<file path="src/rtl/irq_agg_pkg.sv">
// Package: shared sizes, address map and group layout of the interrupt
// flag aggregation controller. Assumes eight groups of byte-wide flags.
package irq_agg_pkg;
    localparam int NGRP     = 8;
    localparam int GW       = 8;
    localparam int AW       = 8;
    localparam int EVT_W    = NGRP * GW;
    localparam logic [AW-1:0] MASK_OFS = 8'h10;

    // Status address of group k (0=g1 .. 3=CAN, 4=g4, 5=g5, 6=g6, 7=g7).
    function automatic logic [AW-1:0] stat_addr(input int k);
        case (k)
            0:       return 8'h51;
            1:       return 8'h52;
            2:       return 8'h53;
            3:       return 8'h54;
            4:       return 8'h5A;
            5:       return 8'h5B;
            6:       return 8'h5C;
            default: return 8'h55;
        endcase
    endfunction

    // Reserved bits of group k, which never set.
    function automatic logic [GW-1:0] rsvd_bits(input int k);
        case (k)
            3:       return 8'h40;
            4:       return 8'h20;
            default: return 8'h00;
        endcase
    endfunction

    // Position of group k inside the summary byte.
    function automatic int summary_pos(input int k);
        return (k == NGRP - 1) ? NGRP - 1 : NGRP - 2 - k;
    endfunction
endpackage

</file>
<file path="src/rtl/irq_group_reg.sv">
// Module: one interrupt group, a sticky status byte and its mask byte.
// Events set status bits. A write-one-to-clear strobe clears them, and an
// event in the same cycle wins. Assumes events are synchronous to clk.
module irq_group_reg #(
    parameter int W = 8,
    parameter logic [W-1:0] RSVD = '0
) (
    input  logic         clk,
    input  logic         rst_n,
    input  logic [W-1:0] evt,
    input  logic         clr_we,
    input  logic         mask_we,
    input  logic [W-1:0] wdata,
    output logic [W-1:0] status_o,
    output logic [W-1:0] mask_o,
    output logic         pending_o
);
    logic [W-1:0] clr_bits;
    logic         live_q;

    // Bits selected by a clearing write this cycle.
    always_comb clr_bits = clr_we ? wdata : '0;

    // Sticky status update: clear first, then set, reserved bits held low.
    always_ff @(posedge clk) begin
        if (!rst_n) status_o <= '0;
        else        status_o <= ((status_o & ~clr_bits) | evt) & ~RSVD;
    end

    // Plain read/write mask register.
    always_ff @(posedge clk) begin
        if (!rst_n)       mask_o <= '0;
        else if (mask_we) mask_o <= wdata;
    end

    // Group contributes to the summary when any unmasked flag is set.
    always_comb pending_o = |(status_o & ~mask_o);

    // Marks that the previous cycle was out of reset, for history checks.
    always_ff @(posedge clk) begin
        if (!rst_n) live_q <= 1'b0;
        else        live_q <= 1'b1;
    end


    sticky_hold_chk: assert property (@(posedge clk) disable iff (!rst_n)
        live_q |-> ((($past(status_o) & ~$past(clr_bits)) & ~status_o) == '0));


    event_latch_chk: assert property (@(posedge clk) disable iff (!rst_n)
        live_q |-> ((($past(evt) & ~RSVD) & ~status_o) == '0));


    reserved_zero_chk: assert property (@(posedge clk) disable iff (!rst_n)
        live_q |-> ((status_o & RSVD) == '0));
endmodule

</file>
<file path="src/rtl/irq_summary.sv">
// Module: builds the summary byte from the per-group pending bits using the
// fixed bit mapping, and gates the active-low interrupt with supply presence.
module irq_summary
    import irq_agg_pkg::*;
(
    input  logic            clk,
    input  logic            rst_n,
    input  logic [NGRP-1:0] pend_i,
    input  logic            supply_ok_i,
    output logic [NGRP-1:0] summary_o,
    output logic            irq_n_o
);
    // Place each group's pending bit at its summary position.
    always_comb begin
        summary_o = '0;
        for (int k = 0; k < NGRP; k++) summary_o[summary_pos(k)] = pend_i[k];
    end

    // Interrupt low only with supply present and something pending.
    always_comb irq_n_o = !(supply_ok_i && (|summary_o));


    summary_count_chk: assert property (@(posedge clk) disable iff (!rst_n)
        $countones(summary_o) == $countones(pend_i));


    irq_supply_chk: assert property (@(posedge clk) disable iff (!rst_n)
        !irq_n_o |-> (supply_ok_i && (pend_i != '0)));
endmodule

</file>
<file path="src/rtl/irq_aggregator.sv">
// Module: top of the interrupt flag aggregation controller. It decodes the
// register port, instantiates the eight groups and the summary logic.
// Assumes a single-cycle write strobe and a combinational read bus.
module irq_aggregator
    import irq_agg_pkg::*;
(
    input  logic             clk,
    input  logic             rst_n,
    input  logic [EVT_W-1:0] evt_i,
    input  logic             supply_ok_i,
    input  logic             wr_en_i,
    input  logic [AW-1:0]    addr_i,
    input  logic [GW-1:0]    wdata_i,
    output logic [GW-1:0]    rdata_o,
    output logic [NGRP-1:0]  status_byte_o,
    output logic             irq_n_o
);
    logic [NGRP-1:0] stat_we;
    logic [NGRP-1:0] mask_we;
    logic [NGRP-1:0] pend;
    logic [GW-1:0]   stat_q [NGRP];
    logic [GW-1:0]   mask_q [NGRP];

    for (genvar k = 0; k < NGRP; k++) begin : g_grp
        localparam logic [AW-1:0] SA = stat_addr(k);
        localparam logic [AW-1:0] MA = SA + MASK_OFS;

        // Write strobe decode for this group's two registers.
        always_comb begin
            stat_we[k] = wr_en_i && (addr_i == SA);
            mask_we[k] = wr_en_i && (addr_i == MA);
        end

        irq_group_reg #(
            .W    (GW),
            .RSVD (rsvd_bits(k))
        ) u_reg (
            .clk       (clk),
            .rst_n     (rst_n),
            .evt       (evt_i[k*GW +: GW]),
            .clr_we    (stat_we[k]),
            .mask_we   (mask_we[k]),
            .wdata     (wdata_i),
            .status_o  (stat_q[k]),
            .mask_o    (mask_q[k]),
            .pending_o (pend[k])
        );
    end

    // Read multiplexer, unmapped addresses return zero.
    always_comb begin
        rdata_o = '0;
        for (int k = 0; k < NGRP; k++) begin
            if (addr_i == stat_addr(k))            rdata_o = stat_q[k];
            if (addr_i == stat_addr(k) + MASK_OFS) rdata_o = mask_q[k];
        end
    end

    irq_summary u_sum (
        .clk         (clk),
        .rst_n       (rst_n),
        .pend_i      (pend),
        .supply_ok_i (supply_ok_i),
        .summary_o   (status_byte_o),
        .irq_n_o     (irq_n_o)
    );


    one_write_target_chk: assert property (@(posedge clk) disable iff (!rst_n)
        $onehot0({stat_we, mask_we}));


    irq_gate_chk: assert property (@(posedge clk) disable iff (!rst_n)
        !supply_ok_i |-> irq_n_o);
endmodule

</file>
<file path="config.mk">
export PLATFORM = sky130hd
export DESIGN_NAME = irq_aggregator
export DESIGN_NICKNAME = d
export VERILOG_FILES = /design/src/rtl/irq_agg_pkg.sv /design/src/rtl/irq_group_reg.sv /design/src/rtl/irq_summary.sv /design/src/rtl/irq_aggregator.sv
export SDC_FILE = /design/constraint.sdc
export NUM_CORES = 1
export LEC_CHECK = 0
export ABC_AREA = 0
export BUFFER_PORTS_ARGS = -buffer_cell sky130_fd_sc_hd__buf_2
export CAP_MARGIN = 40
export CELL_PAD_IN_SITES_DETAIL_PLACEMENT = 1
export CELL_PAD_IN_SITES_GLOBAL_PLACEMENT = 1
export CORE_MARGIN = 4
export CORE_UTILIZATION = 35
export DETAILED_ROUTE_END_ITERATION = 8
export GPL_TIMING_DRIVEN = 0
export PLACE_DENSITY_LB_ADDON = 0.1
export RECOVER_POWER = 100
export SYNTH_ARGS = -nofsm -noshare
export SYNTH_HDL_FRONTEND = slang
export SYNTH_SLANG_ARGS = --single-unit
</file>
<file path="constraint.sdc">
create_clock -name clk -period 3.9 [get_ports clk]
set_input_delay 0.195 -clock clk [delete_from_list [all_inputs] [get_ports clk]]
set_output_delay 0.195 -clock clk [all_outputs]
set_load 0.005 [all_outputs]
</file>
Word level (Yosys, flattened, before mapping)
Index checks and enable logic that the tools add are counted.
- flip-flop bits (word level): 128
- latch bits: 0
- memory bits (writable): 0
- bits in read-only memories: 0
- bits of input ports: 84
- output and inout port bits: 17
- word-level logic and storage cells: 125
- memories: 0
- add/sub/neg operators: 0
- multipliers: 0
- divide/modulo/power cells: 0
- order comparisons: 0
- equal/unequal tests: 16
- shifts and indexed selects: 0
- mux-type cells: 24
- bitwise operators: 40
- reduce and logical (&&, ||, !) cells: 27
- operator list (operator ; number):
    2-to-1 mux 8 bit ; 24
    AND 8 bit ; 16
    equality test 8 x 7 -> 1 bit, second input constant ; 16
    inverter 8 bit ; 16
    bitwise OR 8 bit ; 8
    OR reduction 64 bit ; 1
    OR reduction 8 bit ; 8
    logical AND 1 bit ; 17
    zero test 1 bit ; 1

Depth between registers and ports, before layout
Gate-level depths: netlist of run 1.
- word-level depth: 17
- mapped depth: 9
- gate-level depth less buffers: 6

Hierarchy
From an unflattened synthesis of run 1, not the netlist that was laid out.
- cell total of the unflattened synthesis: 864
- area total of the unflattened synthesis: 7021.7 um^2
- by module, submodules not included (module ; instances ; cells each ; area each (um^2) ; sequential area each (um^2)):
    irq_group_reg at g_grp[0].u_reg ... ; 6 ; 72 ; 645.6 ; 320.3
    irq_aggregator ; 1 ; 289 ; 1841.8 ; 0.0
    irq_group_reg at g_grp[3].u_reg ... ; 2 ; 66 ; 613.1 ; 300.3
    irq_summary ; 1 ; 11 ; 80.1 ; 0.0

Worst setup path before layout of run 1
No wires, ideal clock.
- kind: in2out
- start: in addr_i[3]
- end: out rdata_o[1]
- arrival: 1.671 ns
- slack: 2.034 ns
- stages on the path: 6
- buffers on the path: 0
- path through: or4b_4 > or3_4 > o32a_1 > o22ai_1 > a21oi_1 > o221ai_1
- longest elaborated chain between the ends: 17
- elaborated cells between the ends (all ways): 32
- those cells by class: eq/ne: 16; mux: 16
- ends and longest elaborated chain (element ; line ; RTL):
    start, declared ; irq_aggregator.sv:12 ; input logic [AW-1:0] addr_i,
    equality test 8 x 7 -> 1 bit ; irq_aggregator.sv:54 ; if (addr_i == stat_addr(k)) rdata_o = stat_q[k];
    2-to-1 mux 8 bit ; irq_aggregator.sv:54 ;
    2-to-1 mux 8 bit ; irq_aggregator.sv:55 ; if (addr_i == stat_addr(k) + MASK_OFS) rdata_o = mask_q[k];
    2-to-1 mux 8 bit ; irq_aggregator.sv:54 ;
    2-to-1 mux 8 bit ; irq_aggregator.sv:55 ;
    2-to-1 mux 8 bit ; irq_aggregator.sv:54 ;
    2-to-1 mux 8 bit ; irq_aggregator.sv:55 ;
    2-to-1 mux 8 bit ; irq_aggregator.sv:54 ;
    2-to-1 mux 8 bit ; irq_aggregator.sv:55 ;
    2-to-1 mux 8 bit ; irq_aggregator.sv:54 ;
    2-to-1 mux 8 bit ; irq_aggregator.sv:55 ;
    2-to-1 mux 8 bit ; irq_aggregator.sv:54 ;
    2-to-1 mux 8 bit ; irq_aggregator.sv:55 ;
    2-to-1 mux 8 bit ; irq_aggregator.sv:54 ;
    2-to-1 mux 8 bit ; irq_aggregator.sv:55 ;
    2-to-1 mux 8 bit ; irq_aggregator.sv:54 ;
    2-to-1 mux 8 bit (*) ; irq_aggregator.sv:55 ;
    end, declared ; irq_aggregator.sv:14 ; output logic [GW-1:0] rdata_o,
Every way passes the cells marked *; elsewhere a longest branch is shown, timed or not.

Worst setup path in the final report of run 1
- start: in addr_i[1]
- end: reg g_grp[1].u_reg.mask_o[1]
- longest elaborated chain between the ends: 2
- ends and longest elaborated chain (element ; line ; RTL):
    equality test 8 x 7 -> 1 bit ; irq_aggregator.sv:31 ; mask_we[k] = wr_en_i && (addr_i == MA);
    logical AND 1 bit ; irq_aggregator.sv:31 ;
    end signal, assigned ; irq_group_reg.sv:33 ; else if (mask_we) mask_o <= wdata;
    end, declared ; irq_group_reg.sv:15 ; output logic [W-1:0] mask_o,
Every way passes these cells.
A chain may end at the register's enable or synchronous reset.

==> impl_metrics.yaml, run 1 <==
clocking:
  cts_buffer_depth: 2
  insertion_delay_ns: 0.43
  cts.htree.levels: 4
  clock-root-buffer: "clkbuf_16"
  numClockSinks: 126
  clk_pin_slew_worst_paths_ns: 0.06
  numCtsBuffers: 17
  cts_setup_buffers: 0
  hold_buffers: 58
  cts_tree: "built"
  cts_resized: 0
setup_path:
  arrival_ns: 3.60
  worstPathRequired_ns: 4.22
  regToRegSetupSlack_ns: 3.09
  worstSetupPathType: "in -> reg"
  worstReg2RegStart: "g_grp[4].u_reg.status_o[6]"
  cp-start-kind: "input pin"
  timing.rr.end: "g_grp[4].u_reg.status_o[6]"
  cp_max_fo: 10
  reg2reg_depth: 3
  end_kind: "flip-flop"
detailed_routing:
  wl_um: 31100
  drtAntennaViolNets: 0
  drt_first_pass_iters: 4
  wl_per_cell_um: 23.5
  post_drt_via_cell_ratio: 5.57
  vias: 7387
  drtIter0Drc: 476
  drc: 0
sta:
  setup_viol: 0
  slew_viol_final: 9
  relSlewSlack_pct: -5.75
  min_period_ns: 3.28
  rsz0062_at_grt: "false"
  fmax_mhz: 305
  worst_pin_slew_ns: 1.57
  finalCritPeriodShare_pct: 84.0
  tns_ns: 0
  skew_ns: 0
  hold_violations: 0
die:
  design.core.area_sq_um: 19700
  die_x_um: 150
  die_y_um: 150
  ios: 101
  core.rowCount: 51
  initial_core_util_pct: 35.8
  die_area_sq_um: 22500
logic_synthesis:
  synth_top_area_share_pct: 35.8
  netlist_area_sq_um: 7040
  ys_ff_latch: 126
  synth_edf_count: 0
  synth.area.top_cells: "dfxtp_1 36%, nor2b_1 8.1%, mux2i_1 7.1%"
  synth_top_cell_by_area: "dfxtp_1"
  yosysWarnings: 0
  synth_ff_type: "dfxtp_1"
  async_flop_share_pct: 0
  synth.avg_cell_area_sq_um: 8.04
  ys_seq_area_share_pct: 35.8
  synth_cell_type_count: 69
  syn_inst: 876
  syn-num-nets: 960
status:
  failed_checks: "max-capacitance violations, max-slew violations"
  status: "finished with violations"
global_route:
  track_usage_pct: 28.4
  grt_pass1_wl_um: 47500
  grt_pass1_vias: 7683
  antenna_found_initial: 1
  grt_max_degree: 17
  grt.overflow.total: 0
cells_and_area:
  layout_common_cells: "126 x dfxtp_1, 94 x buf_2, 91 x nor2b_1, 89 x a21oi_1, 87 x nand2_1"
  fill_cells: 2412
  layout_commonest_cell: "dfxtp_1"
  stdcell_count: 1327
  drive_gt1_share_pct: 14.3
  seqCellArea_sq_um: 2520
  final_nets: 1133
  area_growth_pct: 27.1
  diodes: 0
  multiInputGateArea_sq_um: 3910
hold_path:
  hold-path-endpoint: "g_grp[0].u_reg.status_o[3]"
  holdPathStages: 3
  hold_start: "evt_i[3]"
  hold_path.class: "in -> reg"
power:
  peakVddDrop_v: 0.000303
  p_leak_nw: 3.44
  power_density_nw_per_um2: 369
  p_total_mw: 3.30
placement:
  gp_congestion: 0.964
  post-dp-hpwl_um: 23400
  port_buffers: 91
  placed_cells: 1237
job:
  drv_cap: 1
cell usage after synthesis, drive strengths merged, types with 8 or more instances:
| library cell | instances |
|---|---|
| inv | 60 |
| a22oi | 15 |
| o22ai | 35 |
| buf | 30 |
| nor2b | 91 |
| nor2 | 24 |
| nand2b | 10 |
| nand2 | 88 |
| a211oi | 8 |
| a21boi | 18 |
| o21a | 24 |
| nand3 | 22 |
| a32oi | 8 |
| mux2i | 50 |
| clkbuf | 45 |
| or4 | 8 |
| a21oi | 89 |
| o21ai | 29 |
| dfxtp | 126 |
layer usage:
metal / GRT usage, % / wire (um)
met5: 0 / 0
met4: 10.7 / 893
met3: 6.81 / 1860
met2: 43.9 / 13900
met1: 38.5 / 14500
power breakdown:
group          internal (mW)  switching (mW)  leakage [nW]
sequential              1.33          0.0495          1.04
clock                  0.840           0.662         0.261
combinational          0.181           0.237          2.14
stage by stage:
step	cell area (sq um)	setup WS (ns)	hold slack, ns	util, %
after floorplan	7040	2.03	0.319	-
after global routing	8950	0.379	0.0289	45.5
after global placement	7830	1.00	0.405	39.8
after CTS	9010	0.999	0.00101	45.8
final	8950	0.624	0.00332	45.5
after detailed placement	7880	1.02	0.407	40.1
worst max-delay path: stages:
cell,delay (ns)
clkbuf_1,0.27
clkbuf_1,0.42
nor3b_1,0.91
nand2_2,0.20
nor3_1,1.23
mux2i_1,0.30
nor2b_1,0.06
worst max-delay path by stage:
stage,startpoint,to,cells after the start
after floorplan,addr_i[3],rdata_o[1],6
after global placement,addr_i[4],rdata_o[2],11
after detailed placement,addr_i[5],rdata_o[4],11
after CTS,addr_i[4],rdata_o[2],9
after global routing,addr_i[1],g_grp[1].u_reg.mask_o[2],7
final,addr_i[1],g_grp[1].u_reg.mask_o[1],7
cell families (layout without fill, tap and decap cells):
logic type | after synthesis | count (layout) | share of synthesized area (%)
AOI/OAI and AO/OA | 279 | 279 | 25.9
buffers and inverters | 135 | 321 | 8.07
DFF | 126 | 126 | 35.8
muxes | 50 | 50 | 7.11
and+or+nand+nor | 286 | 286 | 23.1
sequential cells by signal, indices dropped and copies added, names as in the netlist:
name	count
g_grp.u_reg.status_o	62
g_grp.u_reg.mask_o	64
area by class of cell:
| cell class | count | share of cell area, % |
|---|---|---|
| timing repair buffer | 154 | 12.0 |
| sequential | 126 | 28.2 |
| inverter | 60 | 2.52 |
| clock inverter | 13 | 1.19 |
| buffer | 75 | 3.75 |
| clock buffer | 19 | 4.95 |
| tap | 265 | 3.71 |
| multi-input combinational | 615 | 43.7 |
No activity file was read; power rests on OpenSTA's default activity.
==> inputs of run 2 (changes only) <==
- clock period: 3.9 -> 3.25 ns (I/O delays scaled with it)
==> run 2 against run 1 <==
  * The flow still finishes with violations (max-capacitance violations, max-slew violations)
  * Non-clock buffer count grew 4
  * Critical endpoint is now rdata_o[2]
  * Power grew 20%
  * Routed wire length grew 0.33%
  * Worst setup slack lost 0.35 ns
  * Flip-flop and latch count is the same
  * Die area is the same
==> impl_metrics.yaml, run 2 (synthesis results as in run 1) <==
clocking:
  clk_pin_slew_worst_paths_ns: 0.06
  hold_buffers: 62
  numCtsBuffers: 17
  cts_resized: 0
  insertion_delay_ns: 0.43
  cts_tree: "built"
  cts_setup_buffers: 0
  cts.htree.levels: 4
  cts_buffer_depth: 2
  numClockSinks: 126
  clock-root-buffer: "clkbuf_16"
detailed_routing:
  drt_first_pass_iters: 5
  drtAntennaViolNets: 0
  drtIter0Drc: 518
  drc: 0
  wl_per_cell_um: 23.4
  vias: 7397
  wl_um: 31200
  post_drt_via_cell_ratio: 5.55
sta:
  finalCritPeriodShare_pct: 91.6
  min_period_ns: 2.98
  relSlewSlack_pct: -1.36
  worst_pin_slew_ns: 1.51
  slew_viol_final: 9
  hold_violations: 0
  setup_viol: 0
  setup_slack_ns: 0.271
  fmax_mhz: 336
  skew_ns: 0
  rsz0062_at_grt: "false"
  tns_ns: 0
power:
  p_leak_nw: 3.47
  power_frac_comb_pct: 12.8
  switching_share_pct: 28.7
  peakVddDrop_v: 0.000363
  power_density_nw_per_um2: 441
  clkPwrFrac_pct: 45.4
  switchingPower_mw: 1.14
  power.share.sequential_pct: 41.8
  p_int_mw: 2.83
die:
  core.rowCount: 51
  initial_core_util_pct: 35.8
  design.core.area_sq_um: 19700
  die_y_um: 150
  ios: 101
  die_area_sq_um: 22500
  die_x_um: 150
global_route:
  grt_pass1_vias: 7688
  grt_max_degree: 17
  track_usage_pct: 28.5
  grt_pass1_wl_um: 47600
  antenna_found_initial: 1
  grt.overflow.total: 0
setup_path:
  cp_max_fo: 10
  reg2reg_depth: 3
  path_depth: 11
  slowest_stage: "a211oi_1"
  slowest_delay_ns: 0.46
  end_kind: "output port"
  regToRegSetupSlack_ns: 2.45
  arrival_ns: 2.82
  cp-start-kind: "input pin"
  cp_common_cell: "clkbuf_1"
  crit_family: "buffers and inverters"
  critPathBufInv: 5
  worstPathRequired_ns: 3.09
  worstSetupPathType: "in -> out"
  crit_chain: "clkbuf_1, clkbuf_1, nor4bb_1, clkbuf_1, clkbuf_2, a21oi_1, nor2_1, o22ai_1, a211oi_1, a21o_1, clkbuf_1"
job:
  drv_cap: 1
cells_and_area:
  area_growth_pct: 27.7
  largest_reg_flops: 64
  layout_common_cells: "126 x dfxtp_1, 95 x buf_2, 91 x nor2b_1, 89 x a21oi_1, 88 x nand2_1"
  regMostFlops: "g_grp.u_reg.mask_o"
  drive_gt1_share_pct: 14.5
  final_nets: 1137
  layout_commonest_cell: "dfxtp_1"
  reg.largest.list: "g_grp.u_reg.mask_o x64, g_grp.u_reg.status_o x62"
status:
  failed_checks: "max-capacitance violations, max-slew violations"
  status: "finished with violations"
placement:
  gp_congestion: 0.964
  pre_cts_slack_ns: 0.433
  post-dp-hpwl_um: 23400
  port_buffers: 91
hold_path:
  holdPathStages: 4
  hold_path.class: "in -> reg"
[run 2: worst paths after layout]
kind / from / end
worst min register to register: g_grp[7].u_reg.mask_o[0] / g_grp[7].u_reg.mask_o[0]
worst max register to register: g_grp[4].u_reg.status_o[6] / g_grp[4].u_reg.status_o[6]
worst max-delay path: addr_i[4] / rdata_o[2]
worst min-delay path: wdata_i[6] / g_grp[6].u_reg.status_o[6]
[run 2: power groups by stage]
stage / Sequential [mW] / Combinational, mW / Clock [mW]
floorplan: 1.66 / 0.256 / 0
detailed placement: 1.69 / 0.446 / 0
global route: 1.66 / 0.553 / 1.90
finish: 1.66 / 0.506 / 1.80
global placement: 1.69 / 0.436 / 0
CTS: 1.66 / 0.505 / 1.83
[run 2: routing by layer]
layer / share of wire [%] / GRT usage, % / vias up / routed length (um)
li1: - / - / 3471 / -
met1: 46 / 38.4 / 3604 / 14400
met2: 45 / 44.2 / 276 / 14000
met3: 6.4 / 7.00 / 46 / 2010
met4: 2.7 / 10.4 / 0 / 851
met5: 0 / 0 / - / 0
[run 2: worst min-delay path, delay by kind of cell]
family	cells	cell delay (ns)
AOI/OAI and AO/OA	1	0.06
buffers and inverters	1	0.18
and+or+nand+nor	2	0.16
[run 2: layout make-up]
type,count,area [sq um]
fillers,2409,10700
multi-input cells,615,3920
flip-flops and latches,126,2520
repair buffers,158,1110
clock buffers,19,443
plain buffers,75,337
well taps,265,332
inverters,60,225
clock inverters,13,106
diodes,1,2.50
[run 2: per-stage QoR]
step           hold WS [ns]  std cells  area, sq um  util, %  power (mW)
2_1_floorplan         0.286        876         7040        -        1.92
3_3_place_gp          0.372       1232         7830     39.8        2.13
3_5_place_dp          0.375       1237         7880     40.1        2.14
4_1_cts               0.161       1331         9050     46.0        3.99
5_1_grt               0.171       1331         8990     45.8        4.11
6_report              0.171       1332         9000     45.8        3.97
==> inputs of run 3 (changes only) <==
--- a/config.mk
+++ b/config.mk
@@ -13,4 +13,5 @@
 export CORE_MARGIN = 4
 export CORE_UTILIZATION = 35
+export CTS_CLUSTER_DIAMETER = 120
 export DETAILED_ROUTE_END_ITERATION = 8
 export GPL_TIMING_DRIVEN = 0
==> constraint.sdc (replaced) <==
create_clock -name clk -period 3.25 [get_ports clk]
set_input_delay 0.1625 -clock clk [delete_from_list [all_inputs] [get_ports clk]]
set_output_delay 0.1625 -clock clk [all_outputs]
set_load 0.02 [all_outputs]
==> run 3 against run 2 <==
  * The flow still finishes with violations (max-capacitance violations, max-slew violations)
  * First-iteration DRC count grew 7.9%
  * Routed wire length shrank 0.36%
  * Die area is the same
  * Global-route usage is the same
  * Critical path depth is the same
  * Maximum frequency shrank 1.7%
  * Sequential power is essentially flat
  * Hold slack gained 0.0043 ns
  * Register-to-register slack is essentially flat
  * Critical path type unchanged
  * Largest power group unchanged
==> impl_metrics.yaml, run 3 (synthesis results as in run 1) <==
status:
  status: "finished with violations"
  failed_checks: "max-capacitance violations, max-slew violations"
setup_path:
  slowest_delay_ns: 0.48
  crit_chain: "clkbuf_1, clkbuf_1, nor4bb_1, clkbuf_1, clkbuf_2, a21oi_1, nor2_1, o22ai_1, a211oi_1, a21o_1, buf_2"
  slowest_stage: "a211oi_1"
  cp-start-kind: "input pin"
  arrival_ns: 2.87
  worstSetupPathType: "in -> out"
  worstPathRequired_ns: 3.09
  end_kind: "output port"
  cp_common_cell: "clkbuf_1"
  cp_max_fo: 10
placement:
  post-dp-hpwl_um: 23400
  pre_cts_slack_ns: 0.382
  place_area_sq_um: 7880
  port_buffers: 91
  gp_congestion: 0.964
sta:
  setup_viol: 0
  relSlewSlack_pct: -4.65
  tns_ns: 0
  setup_slack_ns: 0.219
  skew_ns: 0
  min_period_ns: 3.03
  finalCritPeriodShare_pct: 93.3
  worst_pin_slew_ns: 1.56
  slew_viol_final: 9
  fmax_mhz: 330
  hold_violations: 0
  rsz0062_at_grt: "false"
power:
  switching_share_pct: 28.8
  power_frac_comb_pct: 12.9
  switchingPower_mw: 1.15
  power.share.sequential_pct: 41.7
  peakVddDrop_v: 0.000362
  p_leak_nw: 3.47
  p_int_mw: 2.83
  power_density_nw_per_um2: 442
  p_total_mw: 3.98
  clkPwrFrac_pct: 45.3
detailed_routing:
  drc: 0
  post_drt_via_cell_ratio: 5.53
  wl_um: 31100
  drt_first_pass_iters: 7
  wl_per_cell_um: 23.4
  drtIter0Drc: 559
  drtAntennaViolNets: 0
  vias: 7360
global_route:
  grt.overflow.total: 0
  antenna_found_initial: 1
  grt_pass1_wl_um: 47600
  grt_pass1_vias: 7688
  track_usage_pct: 28.5
  grt_max_degree: 17
clocking:
  numCtsBuffers: 17
  clock-root-buffer: "clkbuf_16"
  cts_setup_buffers: 0
  cts_tree: "built"
  cts_buffer_depth: 2
  hold_buffers: 62
  insertion_delay_ns: 0.43
  cts_resized: 0
  cts.htree.levels: 4
  numClockSinks: 126
  clk_pin_slew_worst_paths_ns: 0.06
cells_and_area:
  design_area_sq_um: 8990
  final_nets: 1137
  fill_cells: 2406
  layout_commonest_cell: "dfxtp_1"
  area_growth_pct: 27.7
  layout_common_cells: "126 x dfxtp_1, 94 x buf_2, 91 x nor2b_1, 89 x a21oi_1, 88 x nand2_1"
  reg.largest.list: "g_grp.u_reg.mask_o x64, g_grp.u_reg.status_o x62"
  diodes: 0
  utilization_pct: 45.8
  regMostFlops: "g_grp.u_reg.mask_o"
  drive_gt1_share_pct: 14.5
  seqCellArea_sq_um: 2520
  largest_reg_flops: 64
  multiInputGateArea_sq_um: 3920
die:
  die_x_um: 150
  die_y_um: 150
  core.rowCount: 51
  die_area_sq_um: 22500
  design.core.area_sq_um: 19700
  initial_core_util_pct: 35.8
  ios: 101
hold_path:
  hold_path.class: "in -> reg"
job:
  drv_cap: 1
[run 3: changes by cell type in the layout (fill, tap and decap cells not counted)]
| cell | change |
|---|---|
| o21ai_1 | +1 |
| o21ai_0 | -1 |
| buf_2 | -1 |
| clkbuf_4 | -1 |
| clkbuf_2 | +1 |
| diode_2 | -1 |
| buf_4 | +1 |
[run 3: through the flow]
step / instances / hold WS [ns]
final: 1331 / 0.175
after floorplan: 876 / 0.286
after global routing: 1331 / 0.171
after CTS: 1331 / 0.161
after global placement: 1232 / 0.372
after detailed placement: 1237 / 0.375
[run 3: routing by layer]
metal / vias up / GRT usage, % / routed length, um / share of wire [%]
met3: 52 / 7.00 / 2030 / 6.5
met4: 0 / 10.4 / 911 / 2.9
met5: - / 0 / 0 / 0
li1: 3477 / - / - / -
met2: 271 / 44.2 / 13900 / 45
met1: 3560 / 38.4 / 14300 / 46
[run 3: final timing paths]
kind              slack [ns]  cells past startpoint                          to                       start
setup / recovery        0.22                     11                  rdata_o[2]                   addr_i[4]
hold / removal          0.18                      4  g_grp[6].u_reg.status_o[6]                  wdata_i[6]
setup reg to reg        2.45                      3  g_grp[4].u_reg.status_o[6]  g_grp[4].u_reg.status_o[6]
hold reg to reg         0.48                      2    g_grp[7].u_reg.mask_o[0]    g_grp[7].u_reg.mask_o[0]
[run 3: critical path, delay by kind of cell]
kind	cells	cell delay [ns]
buffers and inverters	5	1.28
AO/OA/AOI/OAI	4	0.91
AND/OR/NAND/NOR	2	0.49
[run 3: power by group through the flow]
stage / combinational (mW) / clock, mW / sequential (mW)
final: 0.514 / 1.80 / 1.66
after global routing: 0.561 / 1.90 / 1.66
after detailed placement: 0.454 / 0 / 1.69
after global placement: 0.444 / 0 / 1.69
after floorplan: 0.264 / 0 / 1.66
after CTS: 0.513 / 1.83 / 1.66
[run 3: layout make-up]
class / count / share of cell area (%)
Buffer: 75 / 3.74
Multi-Input combinational cell: 615 / 43.5
Timing Repair Buffer: 158 / 12.4
Clock inverter: 13 / 1.18
Inverter: 60 / 2.50
Tap cell: 265 / 3.69
Clock buffer: 19 / 4.92
Sequential cell: 126 / 28.0
